$ cat src/rtl/sha1r_pkg.sv
package sha1r_pkg;
    localparam int WORD_W  = 32;
    localparam int LANES   = 4;
    localparam int STATE_W = WORD_W * LANES;
    localparam int ROUNDS  = 4;
    localparam int CNT_W   = $clog2(ROUNDS);
    localparam int FSEL_W  = 2;

    typedef logic [WORD_W-1:0] word_t;

    typedef struct packed {
        logic               busy;
        logic               done;
        logic [CNT_W-1:0]   cnt;
        logic [FSEL_W-1:0]  fsel;
        word_t              a;
        word_t              b;
        word_t              c;
        word_t              d;
        word_t              e;
        logic [STATE_W-1:0] msg;
    } eng_regs_t;

    function automatic word_t rotl(word_t x, int unsigned n);
        return (x << n) | (x >> (WORD_W - n));
    endfunction
endpackage

$ cat src/rtl/sha1r_boolfn.sv
module sha1r_boolfn
    import sha1r_pkg::*;
(
    input  logic [FSEL_W-1:0] fsel,
    input  word_t             b,
    input  word_t             c,
    input  word_t             d,
    output word_t             f,
    output word_t             k
);
    always_comb begin
        unique case (fsel)
            2'd0: begin
                f = (b & c) | (~b & d);
                k = 32'h5A82_7999;
            end
            2'd1: begin
                f = b ^ c ^ d;
                k = 32'h6ED9_EBA1;
            end
            2'd2: begin
                f = (b & c) | (b & d) | (c & d);
                k = 32'h8F1B_BCDC;
            end
            default: begin
                f = b ^ c ^ d;
                k = 32'hCA62_C1D6;
            end
        endcase
    end
endmodule

$ cat src/rtl/sha1r_round.sv
module sha1r_round
    import sha1r_pkg::*;
(
    input  logic [FSEL_W-1:0] fsel,
    input  word_t             a,
    input  word_t             b,
    input  word_t             c,
    input  word_t             d,
    input  word_t             e,
    input  word_t             w,
    output word_t             t
);
    word_t f_val;
    word_t k_val;

    sha1r_boolfn u_fn (
        .fsel (fsel),
        .b    (b),
        .c    (c),
        .d    (d),
        .f    (f_val),
        .k    (k_val)
    );

    assign t = f_val + rotl(a, 5) + w + k_val + e;
endmodule

$ cat src/rtl/sha1_rounds4.sv
module sha1_rounds4
    import sha1r_pkg::*;
#(
    parameter int SEL_W = 2
) (
    input  logic               clk,
    input  logic               rst,
    input  logic               start,
    input  logic [STATE_W-1:0] abcd_in,
    input  logic [STATE_W-1:0] msg_in,
    input  logic [SEL_W-1:0]   sel_in,
    output logic               busy,
    output logic               done,
    output logic [STATE_W-1:0] abcd_out
);
    localparam logic [CNT_W-1:0] LAST_RND = CNT_W'(ROUNDS - 1);

    eng_regs_t q_q;
    eng_regs_t q_d;
    word_t     in_w [LANES];
    word_t     w_cur;
    word_t     t_val;
    logic [CNT_W-1:0] round_cnt;

    // Lane g occupies bits [32g+31:32g]; lane 3 carries A.
    for (genvar g = 0; g < LANES; g++) begin : g_unpack
        assign in_w[g] = abcd_in[g*WORD_W +: WORD_W];
    end

    // Message group shifts up each round, so the top word is always current.
    assign w_cur = q_q.msg[STATE_W-1 -: WORD_W];

    sha1r_round u_round (
        .fsel (q_q.fsel),
        .a    (q_q.a),
        .b    (q_q.b),
        .c    (q_q.c),
        .d    (q_q.d),
        .e    (q_q.e),
        .w    (w_cur),
        .t    (t_val)
    );

    always_comb begin
        q_d      = q_q;
        q_d.done = 1'b0;
        if (q_q.busy) begin
            q_d.a   = t_val;
            q_d.b   = q_q.a;
            q_d.c   = rotl(q_q.b, 30);
            q_d.d   = q_q.c;
            q_d.e   = q_q.d;
            q_d.msg = q_q.msg << WORD_W;
            q_d.cnt = q_q.cnt + 1'b1;
            if (q_q.cnt == LAST_RND) begin
                q_d.busy = 1'b0;
                q_d.done = 1'b1;
            end
        end else if (start) begin
            q_d.a    = in_w[3];
            q_d.b    = in_w[2];
            q_d.c    = in_w[1];
            q_d.d    = in_w[0];
            q_d.e    = '0;
            q_d.msg  = msg_in;
            q_d.fsel = sel_in[FSEL_W-1:0];
            q_d.cnt  = '0;
            q_d.busy = 1'b1;
        end
    end

    always_ff @(posedge clk) begin
        if (rst) begin
            q_q.busy <= 1'b0;
            q_q.done <= 1'b0;
            q_q.cnt  <= '0;
        end else begin
            q_q <= q_d;
        end
    end

    assign busy      = q_q.busy;
    assign done      = q_q.done;
    assign round_cnt = q_q.cnt;
    assign abcd_out  = {q_q.a, q_q.b, q_q.c, q_q.d};
endmodule

$ cat config.mk
export PLATFORM = sky130hd
export DESIGN_NAME = sha1_rounds4
export DESIGN_NICKNAME = d
export VERILOG_FILES = /design/src/rtl/sha1r_pkg.sv /design/src/rtl/sha1r_boolfn.sv /design/src/rtl/sha1r_round.sv /design/src/rtl/sha1_rounds4.sv
export SDC_FILE = /design/constraint.sdc
export NUM_CORES = 1
export LEC_CHECK = 0
export BUFFER_PORTS_ARGS = -buffer_cell sky130_fd_sc_hd__buf_4
export CAP_MARGIN = 10
export CORE_UTILIZATION = 40
export DETAILED_ROUTE_END_ITERATION = 12
export PLACE_DENSITY = 0.66
export SYNTH_ARGS = -nofsm -noshare
export SYNTH_HDL_FRONTEND = slang
export SYNTH_HIERARCHICAL = 1
export SYNTH_SLANG_ARGS = --single-unit
$ cat constraint.sdc
create_clock -name clk -period 18.9 [get_ports clk]
set_input_delay 3.78 -clock clk [delete_from_list [all_inputs] [get_ports clk]]
set_output_delay 3.78 -clock clk [all_outputs]
set_load 0.005 [all_outputs]
==> impl_metrics.prom <==
# TYPE chip_impl_metric gauge
chip_impl_info{name="outcome",value="finished clean"} 1
chip_impl_metric{name="synth-seq-cells",unit=""} 294
chip_impl_metric{name="nets",unit=""} 2296
chip_impl_info{name="clock_tree.root_cell",value="clkbuf_16"} 1
chip_impl_metric{name="clkSinkCount",unit=""} 294
chip_impl_metric{name="dieArea",unit="um^2"} 49900
chip_impl_metric{name="preCtsSetupSlack",unit="ns"} 11.81
chip_impl_metric{name="sw_frac_of_total",unit=""} 0.387
chip_impl_metric{name="grt_start_max_net_pins",unit=""} 176
chip_impl_metric{name="placedInstanceArea",unit="um^2"} 21700
chip_impl_metric{name="ys_async_sr_fraction",unit=""} 0
chip_impl_metric{name="worst_r2r_path_depth",unit=""} 21
chip_impl_metric{name="grt_overflow_total",unit=""} 0
chip_impl_metric{name="leakage_power_summed_over_all_cells",unit="nW"} 10.4
chip_impl_metric{name="clockBufferDepth",unit=""} 3
chip_impl_metric{name="post_synthesis_cell_area",unit="um^2"} 19600
chip_impl_metric{name="vdd_drop_max",unit="mV"} 0.0773
chip_impl_metric{name="cts.repair_timing.setup_buffer_count",unit=""} 0
chip_impl_metric{name="htree_levels",unit=""} 2
chip_impl_metric{name="layout_cells_sized_above_1",unit=""} 0.268
chip_impl_metric{name="critical_path_peak_fanout",unit=""} 36
chip_impl_metric{name="final_cell_count_no_fill",unit=""} 2513
chip_impl_metric{name="regArea",unit="um^2"} 8790
chip_impl_metric{name="final_hold_viol_count",unit=""} 0
chip_impl_metric{name="synthesis.instances",unit=""} 1650
chip_impl_metric{name="cts.clk_slew.worst_paths",unit="ns"} 0.06
chip_impl_metric{name="finalCritPeriodShare",unit=""} 0.348
chip_impl_metric{name="cts.hold.buffers_added",unit=""} 0
chip_impl_metric{name="p_comb_frac",unit=""} 0.487
chip_impl_metric{name="ant_nets",unit=""} 0
chip_impl_metric{name="clk-insertion-delay-late",unit="ns"} 0.55
chip_impl_metric{name="grt_pass1_wl",unit="um"} 76500
chip_impl_metric{name="dieHeight",unit="um"} 223
chip_impl_metric{name="area.growth.synth_to_final",unit="%"} 17.3
chip_impl_metric{name="seqPwrFrac",unit=""} 0.284
chip_impl_metric{name="transition_time_of_the_tightest_slew_check_pin",unit="ns"} 1.06
chip_impl_metric{name="detail_route.first_pass.iterations",unit=""} 5
chip_impl_info{name="rsz0062_at_grt",value="no"} 1
chip_impl_metric{name="drt_drc_violations_left",unit=""} 0
chip_impl_info{name="setup.worst_path.end_class",value="register"} 1
chip_impl_metric{name="cts_made_buffers",unit=""} 36
chip_impl_info{name="synth_flop_cell",value="edfxtp_1"} 1
chip_impl_metric{name="drt_iter0_markers",unit=""} 744
chip_impl_metric{name="die_w",unit="um"} 223
chip_impl_metric{name="place_inst",unit=""} 2447
chip_impl_metric{name="timing.clock.skew",unit="ns"} 0.0129
chip_impl_metric{name="yosysWarnings",unit=""} 6
chip_impl_info{name="crit_path_start_kind",value="register"} 1
chip_impl_metric{name="start_util",unit=""} 0.408
chip_impl_info{name="cells_taking_the_most_area_after_synthesis",value="edfxtp_1 44%, fa_1 13%, a22o_1 9.9%, inv_1 7.2%, buf_4 6.2%"} 1
chip_impl_info{name="min_path_type",value="reg -> reg"} 1
chip_impl_metric{name="core_region_area",unit="um^2"} 48000
chip_impl_metric{name="setup_viol_count_final",unit=""} 0
chip_impl_metric{name="crit_required",unit="ns"} 19.20
chip_impl_metric{name="footprint_of_the_multi_input_gates",unit="um^2"} 7770
chip_impl_metric{name="worst_slew_margin_rel",unit=""} 0.291
chip_impl_metric{name="crit_path_max_incr_delay",unit="ns"} 0.89
chip_impl_metric{name="final_util",unit=""} 0.478
chip_impl_info{name="final_common_cell",value="buf_4"} 1
chip_impl_metric{name="first_global_vias",unit=""} 12837
chip_impl_info{name="post-synth-top-area-cell",value="edfxtp_1"} 1
chip_impl_info{name="most-common-layout-cells",value="398 x buf_4, 374 x inv_1, 290 x edfxtp_1"} 1
chip_impl_metric{name="power.switching",unit="mW"} 1.23
chip_impl_metric{name="vias_per_cell",unit=""} 5.03
chip_impl_metric{name="syn_avg_cell_area",unit="um^2"} 11.9
chip_impl_metric{name="synth_seq_area_share",unit=""} 0.449
chip_impl_metric{name="post-dp-hpwl",unit="um"} 37500
chip_impl_metric{name="detailroute.via_count",unit=""} 12639
chip_impl_metric{name="final_design_area_no_fill",unit="um^2"} 23000
chip_impl_metric{name="powerDensity",unit="nW/um^2"} 138
chip_impl_info{name="type_of_the_worst_setup_path",value="reg -> reg"} 1
chip_impl_metric{name="globalplace.congestion",unit=""} 0.884
chip_impl_info{name="crit_chain",value="inv_1 > ha_2 > or2_2 > buf_4 > o221ai_2 > inv_1 > fa_1 > inv_1 > fa_1 > inv_1 > fa_1 > inv_1 > ha_1 > o21a_1 > nor2_1 > o21ai_0 > o31ai_1 > o21ai_2 > a211oi_2 > xnor2_1 > a22o_1"} 1
chip_impl_metric{name="layout_setup_ws",unit="ns"} 12.32
chip_impl_info{name="slowest_stage",value="ha_2"} 1
chip_impl_metric{name="critPathArrivalTime",unit="ns"} 6.88
chip_impl_metric{name="drt_wl_total",unit="um"} 50900
chip_impl_metric{name="cts_repair_resize_count",unit=""} 0
chip_impl_metric{name="synth_top_cell_area_share",unit=""} 0.445
chip_impl_metric{name="final.setup.tns",unit="ns"} 0
chip_impl_metric{name="buffer_ports.inserted",unit=""} 390
chip_impl_metric{name="antenna_found_initial",unit=""} 3
chip_impl_metric{name="synth-edff-count",unit=""} 290
chip_impl_info{name="cts_tree",value="yes"} 1
chip_impl_metric{name="placementRows",unit=""} 80
chip_impl_metric{name="post_drt_wl_per_cell",unit="um"} 20.3
chip_impl_metric{name="max_cap_violations",unit=""} 0
chip_impl_metric{name="filler_cell_count",unit=""} 4380
chip_impl_metric{name="clock_power_share",unit=""} 0.229
chip_impl_metric{name="floorplan.io_pins",unit=""} 391
chip_impl_metric{name="min_period",unit="ns"} 6.58
chip_impl_metric{name="finalMaxSlewViolations",unit=""} 0
chip_impl_metric{name="worst_hold_path.num_cells",unit=""} 1
chip_impl_metric{name="grt_util_all_layers",unit=""} 0.203
chip_impl_info{name="most_prevalent_standard_cell_on_the_critical_path",value="inv_1"} 1
chip_impl_metric{name="yosysUniqueCellTypes",unit=""} 68
chip_impl_metric{name="fmax",unit="GHz"} 0.152
chip_impl_metric{name="p_int",unit="mW"} 1.94
## kinds of logic (layout without fill, tap and decap cells)
family	after synthesis	count (layout)	synth area share
buffers and inverters	594	838	0.156
AO/OA/AOI/OAI	348	348	0.158
flip-flops	294	294	0.449
AND/OR/NAND/NOR	183	183	0.0538
adder cells (fa/ha/maj)	165	165	0.153
multiplexers	33	33	0.0169
XOR/XNOR	31	31	0.0139
other	2	6	0.000383
## final timing paths
kind	startpoint	endpoint	slack (ns)
worst max-delay path	q_q[288]	abcd_out[125]	12.32
worst max register to register	q_q[288]	abcd_out[125]	12.32
worst min register to register	q_q[24]	q_q[56]	0.54
worst min-delay path	q_q[24]	q_q[56]	0.54
## power by group through the flow
stage          sequential (mW)  combinational, mW  clock, mW
5_1_grt                  0.908               1.72      0.768
3_5_place_dp             0.916               1.54          0
6_report                 0.900               1.54      0.725
3_3_place_gp             0.917               1.51          0
4_1_cts                  0.904               1.55      0.747
2_1_floorplan            0.881               1.20          0
## metal layers
layer,part of all wire,wire [um],global-route usage
met3,0.064,3280,0.0465
met5,0.00026,13,0
met1,0.44,22600,0.273
met4,0.017,855,0.0488
met2,0.48,24200,0.331
## area by class of cell
cell class | instances | share of cell area
antenna | 2 | 0.000218
clock buffer | 42 | 0.0411
clock inverter | 22 | 0.0119
inverter | 375 | 0.0613
multi-input combinational | 764 | 0.338
sequential | 294 | 0.383
tap | 615 | 0.0335
timing repair buffer | 399 | 0.131
## metrics by stage
step / power, mW / hold slack [ns]
global route: 3.40 / 0.556
floorplan: 2.08 / 0.525
global placement: 2.43 / 0.532
detailed placement: 2.45 / 0.533
CTS: 3.20 / 0.541
finish: 3.17 / 0.544
## Yosys cell counts (6+ instances only)
cell,number
nand2b_1,29
a22o_1,222
buf_6,12
edfxtp_1,290
and2_1,65
a21oi_1,27
mux2i_1,33
o21a_1,7
fa_1,124
o21ai_0,7
xnor2_1,26
buf_2,32
a21o_1,13
nor3_1,6
o221ai_2,30
nor2_1,20
inv_1,375
ha_1,41
nor2b_1,7
nand3_1,6
nand2_1,25
buf_4,162
## state kept, by name (all words and copies together) (netlist names)
| register | cells |
|---|---|
| q_q | 162 |
| busy | 1 |
| abcd_out | 128 |
| done | 1 |
| round_cnt | 2 |
## worst max-delay path, delay by kind of cell (launching register included)
kind | cells | cell delay (ns)
AO/OA/AOI/OAI | 7 | 1.73
buffers and inverters | 6 | 1.00
XOR/XNOR | 1 | 0.18
AND/OR/NAND/NOR | 2 | 0.62
adder cells (fa/ha/maj) | 5 | 2.32
flip-flops | 1 | 0.44
Power figures use the tool's default switching activity.
